<file path="src/rtl/card_dec_pkg.sv">
package card_dec_pkg;
  localparam int ADDR_W   = 20;
  localparam int WIN_W    = 16;
  localparam int PAGE_W   = 12;
  localparam int IO_REG_W = 3;
  localparam int N_IO_DEV = 2;

  typedef enum logic [0:0] {
    DEV_CTRL = 1'b0,
    DEV_UART = 1'b1
  } io_dev_e;

  typedef struct packed {
    logic ram;
    logic rom;
    logic ext;
  } mem_sel_t;
endpackage

</file>
<file path="src/rtl/card_mem_dec.sv">
module card_mem_dec
  import card_dec_pkg::*;
#(
  parameter int          AW         = ADDR_W,
  parameter int          WW         = WIN_W,
  parameter logic [3:0]  BASE_0     = 4'h0,
  parameter logic [3:0]  BASE_1     = 4'h3,
  parameter logic [3:0]  EXT_NIB    = 4'hD
) (
  input  logic [AW-1:0] addr_i,
  input  logic          strap_i,
  input  logic          win_dis_i,
  input  logic          mem_cycle_i,
  output mem_sel_t      sel_o
);
  localparam int NIB_W = AW - WW;

  logic [NIB_W-1:0] base;
  logic             base_hit;
  logic             in_sub;

  always_comb begin
    base     = strap_i ? NIB_W'(BASE_1) : NIB_W'(BASE_0);
    base_hit = mem_cycle_i && (addr_i[AW-1:WW] == base);
    in_sub   = (addr_i[WW-1:WW-4] == EXT_NIB);
    sel_o.ext = base_hit && in_sub && !win_dis_i;
    sel_o.ram = base_hit && !addr_i[WW-1];
    sel_o.rom = base_hit && addr_i[WW-1] && !sel_o.ext;
  end
endmodule

</file>
<file path="src/rtl/card_io_dec.sv">
module card_io_dec
  import card_dec_pkg::*;
#(
  parameter int          PW     = PAGE_W,
  parameter int          RW     = IO_REG_W,
  parameter int          NDEV   = N_IO_DEV,
  parameter logic [7:0]  PFX_0  = 8'hFE,
  parameter logic [7:0]  PFX_1  = 8'hFC
) (
  input  logic [PW-1:0]   page_addr_i,
  input  logic            strap_i,
  input  logic            io_cycle_i,
  output logic [NDEV-1:0] dev_hit_o
);
  localparam int DW   = (NDEV > 1) ? $clog2(NDEV) : 1;
  localparam int PFXW = PW - RW - DW;

  logic [PFXW-1:0] pfx;
  logic            pfx_hit;
  logic [DW-1:0]   dev_idx;

  always_comb begin
    pfx     = strap_i ? PFXW'(PFX_1) : PFXW'(PFX_0);
    pfx_hit = io_cycle_i && (page_addr_i[PW-1:RW+DW] == pfx);
    dev_idx = page_addr_i[RW+DW-1:RW];
  end

  for (genvar d = 0; d < NDEV; d++) begin : g_dev
    assign dev_hit_o[d] = pfx_hit && (dev_idx == DW'(d));
  end
endmodule

</file>
<file path="src/rtl/card_dec.sv">
module card_dec
  import card_dec_pkg::*;
#(
  parameter int          AW      = ADDR_W,
  parameter logic [3:0]  BASE_0  = 4'h0,
  parameter logic [3:0]  BASE_1  = 4'h3,
  parameter logic [3:0]  EXT_NIB = 4'hD,
  parameter logic [7:0]  PFX_0   = 8'hFE,
  parameter logic [7:0]  PFX_1   = 8'hFC
) (
  input  logic [AW-1:0] addr_i,
  input  logic          mem_strap_i,
  input  logic          io_strap_i,
  input  logic          win_dis_i,
  input  logic          io_page_ni,
  output logic          ram_cs_no,
  output logic          rom_cs_no,
  output logic          uart_cs_no,
  output logic          ctrl_cs_no,
  output logic          ext_io_no
);
  mem_sel_t              mem_sel;
  logic [N_IO_DEV-1:0]   io_hit;

  card_mem_dec #(
    .AW(AW), .WW(WIN_W), .BASE_0(BASE_0), .BASE_1(BASE_1), .EXT_NIB(EXT_NIB)
  ) u_mem (
    .addr_i      (addr_i),
    .strap_i     (mem_strap_i),
    .win_dis_i   (win_dis_i),
    .mem_cycle_i (io_page_ni),
    .sel_o       (mem_sel)
  );

  card_io_dec #(
    .PW(PAGE_W), .RW(IO_REG_W), .NDEV(N_IO_DEV), .PFX_0(PFX_0), .PFX_1(PFX_1)
  ) u_io (
    .page_addr_i (addr_i[PAGE_W-1:0]),
    .strap_i     (io_strap_i),
    .io_cycle_i  (!io_page_ni),
    .dev_hit_o   (io_hit)
  );

  assign ram_cs_no  = !mem_sel.ram;
  assign rom_cs_no  = !mem_sel.rom;
  assign ext_io_no  = !mem_sel.ext;
  assign ctrl_cs_no = !io_hit[DEV_CTRL];
  assign uart_cs_no = !io_hit[DEV_UART];

  // Cross-module relations between the two decoders' outputs
  always_comb begin
    assert_sel_exclusive_R9: assert ($countones({~ram_cs_no, ~rom_cs_no,
                                                 ~uart_cs_no, ~ctrl_cs_no}) <= 1);
    assert_ext_blocks_rom_R4: assert (ext_io_no || rom_cs_no);
    assert_dis_quiet_R5: assert (!win_dis_i || ext_io_no);
    assert_io_page_only_R8: assert (!io_page_ni || (uart_cs_no && ctrl_cs_no));
    assert_mem_off_in_io_R8: assert (io_page_ni || (ram_cs_no && rom_cs_no && ext_io_no));
    assert_ext_in_sub_R4: assert (ext_io_no || (addr_i[WIN_W-1:WIN_W-4] == EXT_NIB));
  end
endmodule

</file>
<file path="config.mk">
export PLATFORM = sky130hd
export DESIGN_NAME = card_dec
export DESIGN_NICKNAME = d
export VERILOG_FILES = /design/src/rtl/card_dec_pkg.sv /design/src/rtl/card_mem_dec.sv /design/src/rtl/card_io_dec.sv /design/src/rtl/card_dec.sv
export SDC_FILE = /design/constraint.sdc
export NUM_CORES = 1
export LEC_CHECK = 0
export ABC_CLOCK_PERIOD_IN_PS = 1900
export BUFFER_PORTS_ARGS = -buffer_cell sky130_fd_sc_hd__clkbuf_2
export CAP_MARGIN = 20
export CORE_AREA = 5 5 42 44
export DETAILED_ROUTE_END_ITERATION = 10
export DIE_AREA = 0 0 47 49
export GPL_ROUTABILITY_DRIVEN = 0
export SLEW_MARGIN = 0
export SYNTH_ARGS = -nofsm -noshare
export SYNTH_HDL_FRONTEND = slang
export SYNTH_HIERARCHICAL = 1
export SYNTH_SLANG_ARGS = --single-unit
</file>
<file path="constraint.sdc">
create_clock -name vclk -period 1.9
set_input_delay 0.57 -clock vclk [all_inputs]
set_output_delay 0.57 -clock vclk [all_outputs]
set_load 0.01 [all_outputs]
</file>
==> summary by stage, run 1 <==
Run status
The flow ran to the end, but the final reports show violations. The checks that failed: setup timing.

Setup path
The endpoint class of the critical path is an output pin. Data arrives at the worst endpoint at 1370 ps. The critical path class is in2out. The capture point of the critical path is ram_cs_no. The longest individual stage delay on the worst path is 250 ps. The startpoint type of the worst setup path is an input port. The most critical setup path has its startpoint at mem_strap_i. The largest fanout on the critical path is 3. By instance count, the cell type seen most on the critical path is sky130_fd_sc_hd__clkbuf_2. For this design, the slowest cell found on the critical path is sky130_fd_sc_hd__nor4bb_2. Walking the worst path, the cells encountered are clkbuf_2, and3_4, nor2_4, nor4bb_2, inv_1, clkbuf_2. The required time at the worst-slack endpoint is 1330 ps.

STA
Dividing the final minimum period by the clock period gives 102.1%. The tightest hold path in the finished design has a slack of 1433 ps. Subtracting the final worst setup slack from the clock period gives 1940 ps. The worst slew margin relative to its limit is 81.83%.

The final max-slew violation count is 0. The pin slew with the least headroom to its limit is 270.6 ps. The number of hold violations in the final report was 0. Based on the critical path, the design can be clocked at up to 515.5 MHz. Once routing completed, OpenROAD measured the worst setup slack at -39.93 ps. Setup repair after global routing could not meet its margin everywhere.

The total of endpoints with negative setup slack in the final report is 1.

Global routing
Global routing finished with a remaining overflow of 0. Across every metal layer, demand over resource in global routing totals 4.491%. The wire length of the first global-routing pass is 855 um.

The number of antenna violations at the first check in global routing came to 0. The number of global-route vias before repair was 255. The largest net degree at the start of global routing is 4.

Routing
The length of the first detailed-routing pass in iterations is 1. The detailed-route wire length is 583 um. The detail route stage leaves a number of antenna-violating nets equal to 0. Using the TritonRoute via totals, the vias-per-cell ratio works out to 3.857. The overall via count from detail_route is 243. The final routed wire length divided by cell count is 9.254 um. The post-detailed-route DRC marker count is 0. The first routing iteration left 0 violations.

CTS
In this run, post-CTS hold repair placed 0 buffers.

Hold path
The type of the worst min-delay path is in2out.

Power
After layout, the design draws a total of 52.11 uW. IR analysis of the VDD net gives a maximum drop of 0.00003924 V. The power per unit of standard cell area is 142.1 nW/um2. The standby leakage power is 0.1627 nW.

Cells and area
The number of flip-flops and latches is 0. In the final design database the tool counted 73 nets. After routing the design area is 366.6 um2. The area growth from synthesis to layout is 132.5%.

The register area is 0 um2. The final non-filler cell total is 63. The layout has 171 filler cells. The fraction of layout instances using a drive strength above 1 is 78.72%. The diode insertion count for antenna repair is 0.

The layout has 0 clock buffers.

Place
Summed over all nets, the half-perimeter wirelength after detailed placement is 539.8 um. During placement, the flow inserted port buffers numbering 26. Timing analysis after detailed placement gives a worst setup slack of -39.56 ps.

The post-place instance area is 315.3 um2. The number of instances in the placed design is 63.

Logic synthesis
Of the synthesized area, sequential elements account for 0%. In this run the mean area of a mapped cell was 7.883 um2. In this run the cell area of the synthesized design comes to 157.7 um2. The net count after synthesis is 44. The count of mapped cells out of synthesis is 20. Yosys mapped the design onto 14 distinct sky130hd cell types. The number of synthesis warnings is 6.

Floorplanning
From left edge to right edge, the die measures 47 um. For this configuration, the core starts out at a cell density of 11.25%. The core region is 1401 um2. The floorplan step defined a die boundary enclosing 2303 um2. In this run the vertical extent of the chip is 49 um. The floorplan has 14 rows. 29 I/O pins were placed.

Job
The total of max-cap violations is 0.
[cell usage after synthesis]
cell type	instances	area, um2
sky130_fd_sc_hd__inv_1	6	22.52
sky130_fd_sc_hd__nor2_1	2	7.510
sky130_fd_sc_hd__and3_1	1	6.260
sky130_fd_sc_hd__nand3_1	1	5.000
sky130_fd_sc_hd__nand4_1	1	6.260
sky130_fd_sc_hd__nand4b_4	1	23.77
sky130_fd_sc_hd__nand4bb_1	1	11.26
sky130_fd_sc_hd__nor3_1	1	5.000
sky130_fd_sc_hd__nor3_2	1	10.01
sky130_fd_sc_hd__nor3b_1	1	7.510
sky130_fd_sc_hd__nor4_2	1	12.51
sky130_fd_sc_hd__nor4b_2	1	15.01
sky130_fd_sc_hd__nor4bb_2	1	16.27
sky130_fd_sc_hd__xnor2_1	1	8.760
[cell type report]
type	count	area, um2	share of cell area [%]
Multi-Input combinational cell	14	161.4	44.03
Inverter	6	22.52	6.143
Timing Repair Buffer	27	162.7	44.37
Tap cell	16	20.02	5.461
[worst max-delay path, delay by kind of cell]
| family | cells | cell delay [ps] |
|---|---|---|
| buf+inv | 3 | 300 |
| simple gates | 3 | 500 |
[where the power goes]
part           internal, mW  switching, mW  leakage, nW
Clock                     0              0            0
Combinational        0.0323         0.0198        0.163
Sequential                0              0            0
Total                0.0323         0.0198        0.163
[kinds of logic after synthesis]
kind of cell | after synthesis | synth area share, %
buf+inv | 6 | 14.28
simple gates | 13 | 80.16
xor+xnor | 1 | 5.557
[what timing repair did]
item / 4_1_cts / 5_1_grt
setup endpoints to repair: 3 / 5
hold endpoints to repair: 0 / 0
pin swaps: 0 / 4
resized for setup: 1 / 12
buffers inserted: 0 / 0
[layer usage]
metal / share of wire (%) / vias up / GRT usage, %
li1: - / 125 / -
met1: 29 / 102 / 4.783
met2: 52 / 16 / 8.824
met3: 18 / 0 / 1.107
met4: 0 / 0 / 0
met5: 0 / - / 0
[metrics by stage]
stage	util, %	TNS (ps)
after global routing	26.16	-112.2
after CTS	22.68	-40.21
after detailed placement	22.50	-80.70
after floorplan	-	0
after global placement	22.50	-21.34
final	26.16	-39.93
[layout by cell type, fill, tap and decap left out]
cell	netlist	layout
sky130_fd_sc_hd__inv_2	0	1
sky130_fd_sc_hd__nor4bb_2	1	1
sky130_fd_sc_hd__buf_4	0	1
sky130_fd_sc_hd__and3_4	0	1
sky130_fd_sc_hd__inv_1	6	5
sky130_fd_sc_hd__xnor2_1	1	1
sky130_fd_sc_hd__nor2_4	0	1
sky130_fd_sc_hd__nand4bb_1	1	1
sky130_fd_sc_hd__nor3_4	0	1
sky130_fd_sc_hd__nor2_2	0	1
sky130_fd_sc_hd__nor3b_2	0	1
sky130_fd_sc_hd__nor4b_2	1	1
sky130_fd_sc_hd__nand3_1	1	1
sky130_fd_sc_hd__nand4_1	1	1
sky130_fd_sc_hd__nand4b_4	1	1
sky130_fd_sc_hd__nor4_2	1	1
sky130_fd_sc_hd__nor3_1	1	1
sky130_fd_sc_hd__clkbuf_2	0	20
sky130_fd_sc_hd__buf_6	0	4
sky130_fd_sc_hd__buf_2	0	2
[worst min-delay path by stage]
stage / from / endpoint / slack (ps) / depth (start not counted)
after floorplan: addr_i[15] / ram_cs_no / 1240 / 2
final: addr_i[3] / ctrl_cs_no / 1430 / 4
after global placement: addr_i[3] / ctrl_cs_no / 1430 / 4
after global routing: addr_i[3] / ctrl_cs_no / 1450 / 4
after CTS: addr_i[3] / ctrl_cs_no / 1430 / 4
after detailed placement: addr_i[3] / ctrl_cs_no / 1430 / 4
Note: power is estimated with default switching activity, not from simulation.
==> run 2, diff against run 1 <==
--- a/config.mk
+++ b/config.mk
@@ -8,10 +8,13 @@
 export ABC_CLOCK_PERIOD_IN_PS = 1900
 export BUFFER_PORTS_ARGS = -buffer_cell sky130_fd_sc_hd__clkbuf_2
 export CAP_MARGIN = 20
+export CELL_PAD_IN_SITES_DETAIL_PLACEMENT = 0
+export CELL_PAD_IN_SITES_GLOBAL_PLACEMENT = 1
 export CORE_AREA = 5 5 42 44
 export DETAILED_ROUTE_END_ITERATION = 10
 export DIE_AREA = 0 0 47 49
 export GPL_ROUTABILITY_DRIVEN = 0
+export PLACE_DENSITY_LB_ADDON = 0.1
 export SLEW_MARGIN = 0
 export SYNTH_ARGS = -nofsm -noshare
 export SYNTH_HDL_FRONTEND = slang
==> run 2 against run 1 <==
Compared with the run above: the flow still finishes with violations (setup timing); sequential share of layout area unchanged; critical path depth unchanged; final cell count decreased by 1.6%; core utilization decreased by 3.4 points; flip-flop and latch count unchanged; global-route usage decreased by 0.21 points; final area decreased by 13%; wire length decreased by 4.8%; non-clock buffer count decreased by 1; fmax increased by 1.1%; critical path type unchanged; largest cell class is now multi-input combinational cells.
==> summary by stage, run 2 (synthesized netlist as in run 1, its figures left out) <==
Setup path
The cell with the largest stage delay on the worst path is sky130_fd_sc_hd__nor4bb_2. The largest fanout on the critical path is 3 (unchanged). STA classifies the critical path startpoint as an input port. The buffers plus inverters on the worst setup path came to 3 (unchanged). The cell family contributing the most delay on the critical path is simple AND/OR/NAND/NOR gates. The most numerous cell type found on the critical path is sky130_fd_sc_hd__clkbuf_2. The worst setup path is captured at an output pin. Traced cell by cell, the critical path runs through clkbuf_2, nor3_2, nor2_2, nor4bb_2, inv_1, clkbuf_2. The worst path arrival time is 1350 ps (-20 ps). The longest individual stage delay on the worst path came to 240 ps (about the same). The required time at the worst-slack endpoint was 1330 ps (about the same). The critical path is of the in2out type.

Cells and area
The final core area utilization is 22.77% (-3.4 points). The number of nets in the final layout came to 72 (-1.4%). The number of flip-flops and latches is 0 (unchanged).

The final instance area was 319.1 um2 (-13%). The top cell types in the final layout, fill and taps aside, are sky130_fd_sc_hd__clkbuf_2 (24), sky130_fd_sc_hd__inv_1 (5). The library cell used most frequently in the layout, excluding fill and tap cells, is sky130_fd_sc_hd__clkbuf_2. The diode insertion count for antenna repair is 0 (unchanged). The final non-filler cell total came to 62 (-1.6%). Compared with the post-synthesis result, the final layout area differs by 102.4%. The register area is 0 um2 (unchanged). The number of clock buffers in the layout is 0 (unchanged).

The fraction of layout instances using a drive strength above 1 was 71.74% (-7.0 points).

STA
The worst slew margin relative to its limit came to 80.42% (-1.4 points). The pin slew with the least headroom to its limit is 291.6 ps (+20.97 ps). The post-route worst setup slack is -17.95 ps (+21.98 ps). Setup repair after global routing could not meet its margin everywhere.

The final max-slew violation count is 0 (unchanged). The number of hold violations in the final report came to 0 (unchanged). The total of endpoints with negative setup slack in the final report came to 1 (unchanged).

The accumulated negative setup slack is -17.95 ps (+21.98 ps). The worst-case hold slack came to 1441 ps (+8.450 ps). The share of the cycle needed by the critical path after routing is 100.9% (-1.2 points). The shortest clock period the worst path allows after layout is 1918 ps (-21.98 ps). The maximum operating frequency is 521.4 MHz (+1.1%).

Routing
The number of nets still failing antenna checks after routing was 0 (unchanged). The overall via count from detail_route was 241 (-0.82%). The initial detailed-routing violation count is 0 (unchanged). The number of vias per cell after detailed routing is 3.887 (+0.78%). The final routed wire length divided by cell count is 8.952 um (-3.3%). The post-detailed-route DRC marker count is 0 (unchanged). The detailed-route wire length is 555 um (-4.8%). The length of the first detailed-routing pass in iterations is 1 (unchanged).

Run status
The run finished, with violations left. The checks that failed: setup timing.

Hold path
The type of the worst min-delay path is in2out.

Place
The estimated wirelength of the detail-placed design is 555.8 um (+3.0%). The post-place instance area is 307.8 um2 (-2.4%). The number of instances in the placed design was 62 (-1.6%). The count of input and output buffers came to 26 (unchanged).

The pre-CTS worst setup slack came to -28.11 ps (+11.45 ps).

Floorplanning
The floorplan die area is 2303 um2 (unchanged). The die height is 49 um (unchanged). The initial core utilization was 11.25% (unchanged). The placement row count is 14 (unchanged). The area of the placeable core is 1401 um2 (unchanged). The number of primary I/O pins came to 29 (unchanged).

The chip width is 47 um (unchanged).

Power
The worst IR drop on VDD came to 0.00003464 V (-12%). The total power of the final layout is 42.80 uW (-18%). The standby leakage power was 0.1491 nW (-8.3%). The power per unit of standard cell area is 134.1 nW/um2 (-5.6%).

Global routing
The met3 capacity usage during global routing is 0.3690% (-0.74 points). The global routing usage on met1 was 5.217% (+0.43 points). The global router's overall resource usage is 4.281% (-0.21 points). The met2 demand-to-capacity share in global routing is 8.145% (-0.68 points). The number of global-route vias before repair is 229 (-10%). The number of antenna violations at the first check in global routing is 0 (unchanged). The wire length of the first global-routing pass is 814 um (-4.8%). The leftover overflow at the end of global routing is 0 (unchanged). The busiest layer in global routing is met2. The largest net degree at the start of global routing is 4 (unchanged).

Job
The total of max-cap violations is 0 (unchanged).
## run 2: changes by cell type in the layout (fill, tap and decap cells not counted), sizes merged
cell	previous run	this run
clkbuf	20	24
buf	7	2
## run 2: final timing paths
path  cells past startpoint        from  slack, ps    endpoint
max                       6  addr_i[16]        -20   ram_cs_no
min                       4   addr_i[3]       1440  ctrl_cs_no
## run 2: area by class of cell
class                           count  area [um2]
Fill cell                         163        1082
Multi-Input combinational cell     14       137.6
Timing Repair Buffer               26       136.4
Inverter                            6       25.02
Tap cell                           16       20.02
## run 2: per-layer routing
| metal | wire length, um | share of wire [%] |
|---|---|---|
| met2 | 249 | 45 |
| met3 | 108 | 19 |
| met4 | 0 | 0 |
| met1 | 197 | 35 |
| met5 | 0 | 0 |
## run 2: what timing repair did
action                                 CTS  global route
pin swaps                                0             2
gates resized for setup                  1             5
hold buffers                             0             0
setup endpoints to repair                1             5
endpoints found under the hold margin    0             0
buffers inserted                         0             0
## run 2: tightest hold or removal path: stages
cell	delay (ps)
sky130_fd_sc_hd__clkbuf_2	100
sky130_fd_sc_hd__nor4_2	40
sky130_fd_sc_hd__inv_1	40
sky130_fd_sc_hd__buf_2	120
## run 2: where the power goes
| group | leakage, nW | total, mW | internal (mW) | switching [mW] |
|---|---|---|---|---|
| clock network | 0 | 0 | 0 | 0 |
| logic | 0.149 | 0.0428 | 0.0256 | 0.0172 |
| registers | 0 | 0 | 0 | 0 |
==> run 3, diff against run 2 <==
--- a/config.mk
+++ b/config.mk
@@ -5,7 +5,7 @@
 export SDC_FILE = /design/constraint.sdc
 export NUM_CORES = 1
 export LEC_CHECK = 0
-export ABC_CLOCK_PERIOD_IN_PS = 1900
+export ABC_CLOCK_PERIOD_IN_PS = 2400
 export BUFFER_PORTS_ARGS = -buffer_cell sky130_fd_sc_hd__clkbuf_2
 export CAP_MARGIN = 20
 export CELL_PAD_IN_SITES_DETAIL_PLACEMENT = 0
==> constraint.sdc (replaced) <==
create_clock -name vclk -period 2.4
set_input_delay 0.72 -clock vclk [all_inputs]
set_output_delay 0.72 -clock vclk [all_outputs]
set_load 0.01 [all_outputs]
==> run 3 against run 2 <==
Compared with the run above: the run now ends clean; power decreased by 26%; first-iteration DRC count stayed put; wire length is 1.4% lower; count of clock-buffer cells in the layout is the same; die area is the same; global-route usage did not move; worst setup slack improved by 200 ps; flip-flop and latch count unchanged; combinational power down 26%; critical path depth is the same.
==> summary by stage, run 3 (synthesized netlist as in run 1, its figures left out) <==
Routing
The length of the first detailed-routing pass in iterations is 1 (unchanged). The overall via count from detail_route was 239 (-0.83%). The met2 wirelength from detailed routing is 247 um (-0.80%).

The initial detailed-routing violation count is 0 (unchanged). The post-detailed-route DRC marker count was 0 (unchanged). The final routed wire length divided by cell count came to 8.823 um (-1.4%).

The number of vias per cell after detailed routing was 3.855 (-0.83%). The detailed-route wire length is 547 um (-1.4%). The highest layer touched by signal routing is met3. The routed length on met3 is 108 um (unchanged). The number of nets still failing antenna checks after routing is 0 (unchanged). The met1 wire length was 191 um (-3.0%).

Floorplanning
The area of the placeable core is 1401 um2 (unchanged). The number of primary I/O pins is 29 (unchanged). The die height is 49 um (unchanged).

The floorplan die area was 2303 um2 (unchanged). The initial core utilization was 11.25% (unchanged). The placement row count was 14 (unchanged). The chip width is 47 um (unchanged).

Cells and area
The fraction of layout instances using a drive strength above 1 is 67.39% (-4.3 points). In the layout the commonest cells are sky130_fd_sc_hd__clkbuf_2 (26), sky130_fd_sc_hd__inv_1 (6), sky130_fd_sc_hd__nor2_1 (2). The register area is 0 um2 (unchanged). The number of clock buffers in the layout was 0 (unchanged). The area growth from synthesis to layout is 95.24%. The most frequent standard cell in the layout excluding fill and tap cells is sky130_fd_sc_hd__clkbuf_2. The number of flip-flops and latches is 0 (unchanged).

The diode insertion count for antenna repair is 0 (unchanged). The number of nets in the final layout is 72 (unchanged).

Setup path
The required time at the worst-slack endpoint is 1680 ps (+350 ps). The setup path with the least slack is of type in2out. The startpoint type of the worst setup path is an input port. The worst path arrival time is 1490 ps (+140 ps). The largest fanout on the critical path is 3 (unchanged). The endpoint class of the critical path is an output pin.

STA
The worst-case hold slack is 1743 ps (+302.2 ps). The share of the cycle needed by the critical path after routing is 92.25%. The final max-slew violation count was 0 (unchanged). The total of endpoints with negative setup slack in the final report was 0 (-1). Setup repair after global routing left no endpoint under its margin. The worst slew margin relative to its limit is 80.70% (+0.28 points). The pin slew with the least headroom to its limit is 287.4 ps (-4.215 ps). The accumulated negative setup slack is 0 ps (+17.95 ps). The number of hold violations in the final report came to 0 (unchanged).

The shortest clock period the worst path allows after layout is 2214 ps. The maximum operating frequency is 451.7 MHz.

Power
The portion of total power attributed to combinational logic is 100.0% (about the same). The proportion of power drawn by flip-flops and latches came to 0% (unchanged). The cell internal power dissipation is 18.71 uW (-27%). The standby leakage power came to 0.1489 nW (-0.18%).

The worst IR drop on VDD is 0.00002365 V (-32%). The power per unit of standard cell area was 102.7 nW/um2 (-23%). The power share of the clock group is 0% (unchanged). The switching power share of the total came to 40.79% (+0.49 points). The reported net switching power is 12.89 uW (-25%).

Global routing
The number of antenna violations at the first check in global routing was 0 (unchanged). The largest net degree at the start of global routing was 4 (unchanged). The wire length of the first global-routing pass is 814 um (unchanged). The leftover overflow at the end of global routing was 0 (unchanged). The number of global-route vias before repair is 229 (unchanged). The global router's overall resource usage was 4.281% (unchanged).

Place
The count of input and output buffers is 26 (unchanged). The estimated wirelength of the detail-placed design came to 555.8 um (unchanged).

Job
The total of max-cap violations is 0 (unchanged).

Run status
The flow ran to the end, and the final reports show no timing, DRC or antenna violations.

CTS
The post-cts sizing count came to 0 (-1). The count of hold buffers inserted by post-cts repair is 0 (unchanged). The count of buffers added by post-CTS timing repair for setup came to 0 (unchanged).

Hold path
The worst hold path belongs to the class in2out.
run 3: cell types whose count changed in the layout (fill, tap and decap cells not counted):
| cell | change |
|---|---|
| sky130_fd_sc_hd__inv_4 | -1 |
| sky130_fd_sc_hd__nor2_2 | -1 |
| sky130_fd_sc_hd__buf_6 | -1 |
| sky130_fd_sc_hd__clkbuf_2 | +2 |
| sky130_fd_sc_hd__nor2_1 | +1 |
| sky130_fd_sc_hd__inv_1 | +1 |
| sky130_fd_sc_hd__buf_2 | -1 |
run 3: layout make-up:
class                      instances  area [um2]
fill                             164        1094
multi-input combinational         14       135.1
timing repair buffer              26       130.1
inverter                           6       22.52
tap                               16       20.02
run 3: stage by stage:
stage / utilization, % / cells / setup slack, ps / power [mW] / area [um2]
after floorplan: - / 20 / 395.5 / 0.01125 / 157.7
after global placement: 21.96 / 62 / 172.4 / 0.03112 / 307.8
after detailed placement: 21.96 / 62 / 171.9 / 0.03220 / 307.8
after CTS: 21.96 / 62 / 168.3 / 0.03234 / 307.8
after global routing: 21.96 / 62 / 53.08 / 0.03538 / 307.8
final: 21.96 / 62 / 186.0 / 0.03160 / 307.8
run 3: worst paths after layout:
kind,end,slack (ps),depth (start not counted),startpoint
setup / recovery,ram_cs_no,190,6,addr_i[16]
hold / removal,ram_cs_no,1740,4,addr_i[15]
run 3: power groups by stage:
stage | clock network (mW) | logic, mW | registers (mW)
global route | 0 | 0.0354 | 0
finish | 0 | 0.0316 | 0
detailed placement | 0 | 0.0322 | 0
CTS | 0 | 0.0323 | 0
global placement | 0 | 0.0311 | 0
floorplan | 0 | 0.0112 | 0
run 3: routing by layer:
metal | track usage, % | vias up
li1 | - | 124
met1 | 5.217 | 96
met2 | 8.145 | 19
met3 | 0.3690 | 0
met4 | 0 | 0
met5 | 0 | -
run 3: worst max-delay path: stages:
cell                       delay [ps]
sky130_fd_sc_hd__clkbuf_2          90
sky130_fd_sc_hd__nor3_2           160
sky130_fd_sc_hd__nor2_1            90
sky130_fd_sc_hd__nor4bb_2         250
sky130_fd_sc_hd__inv_1             60
sky130_fd_sc_hd__clkbuf_2         130
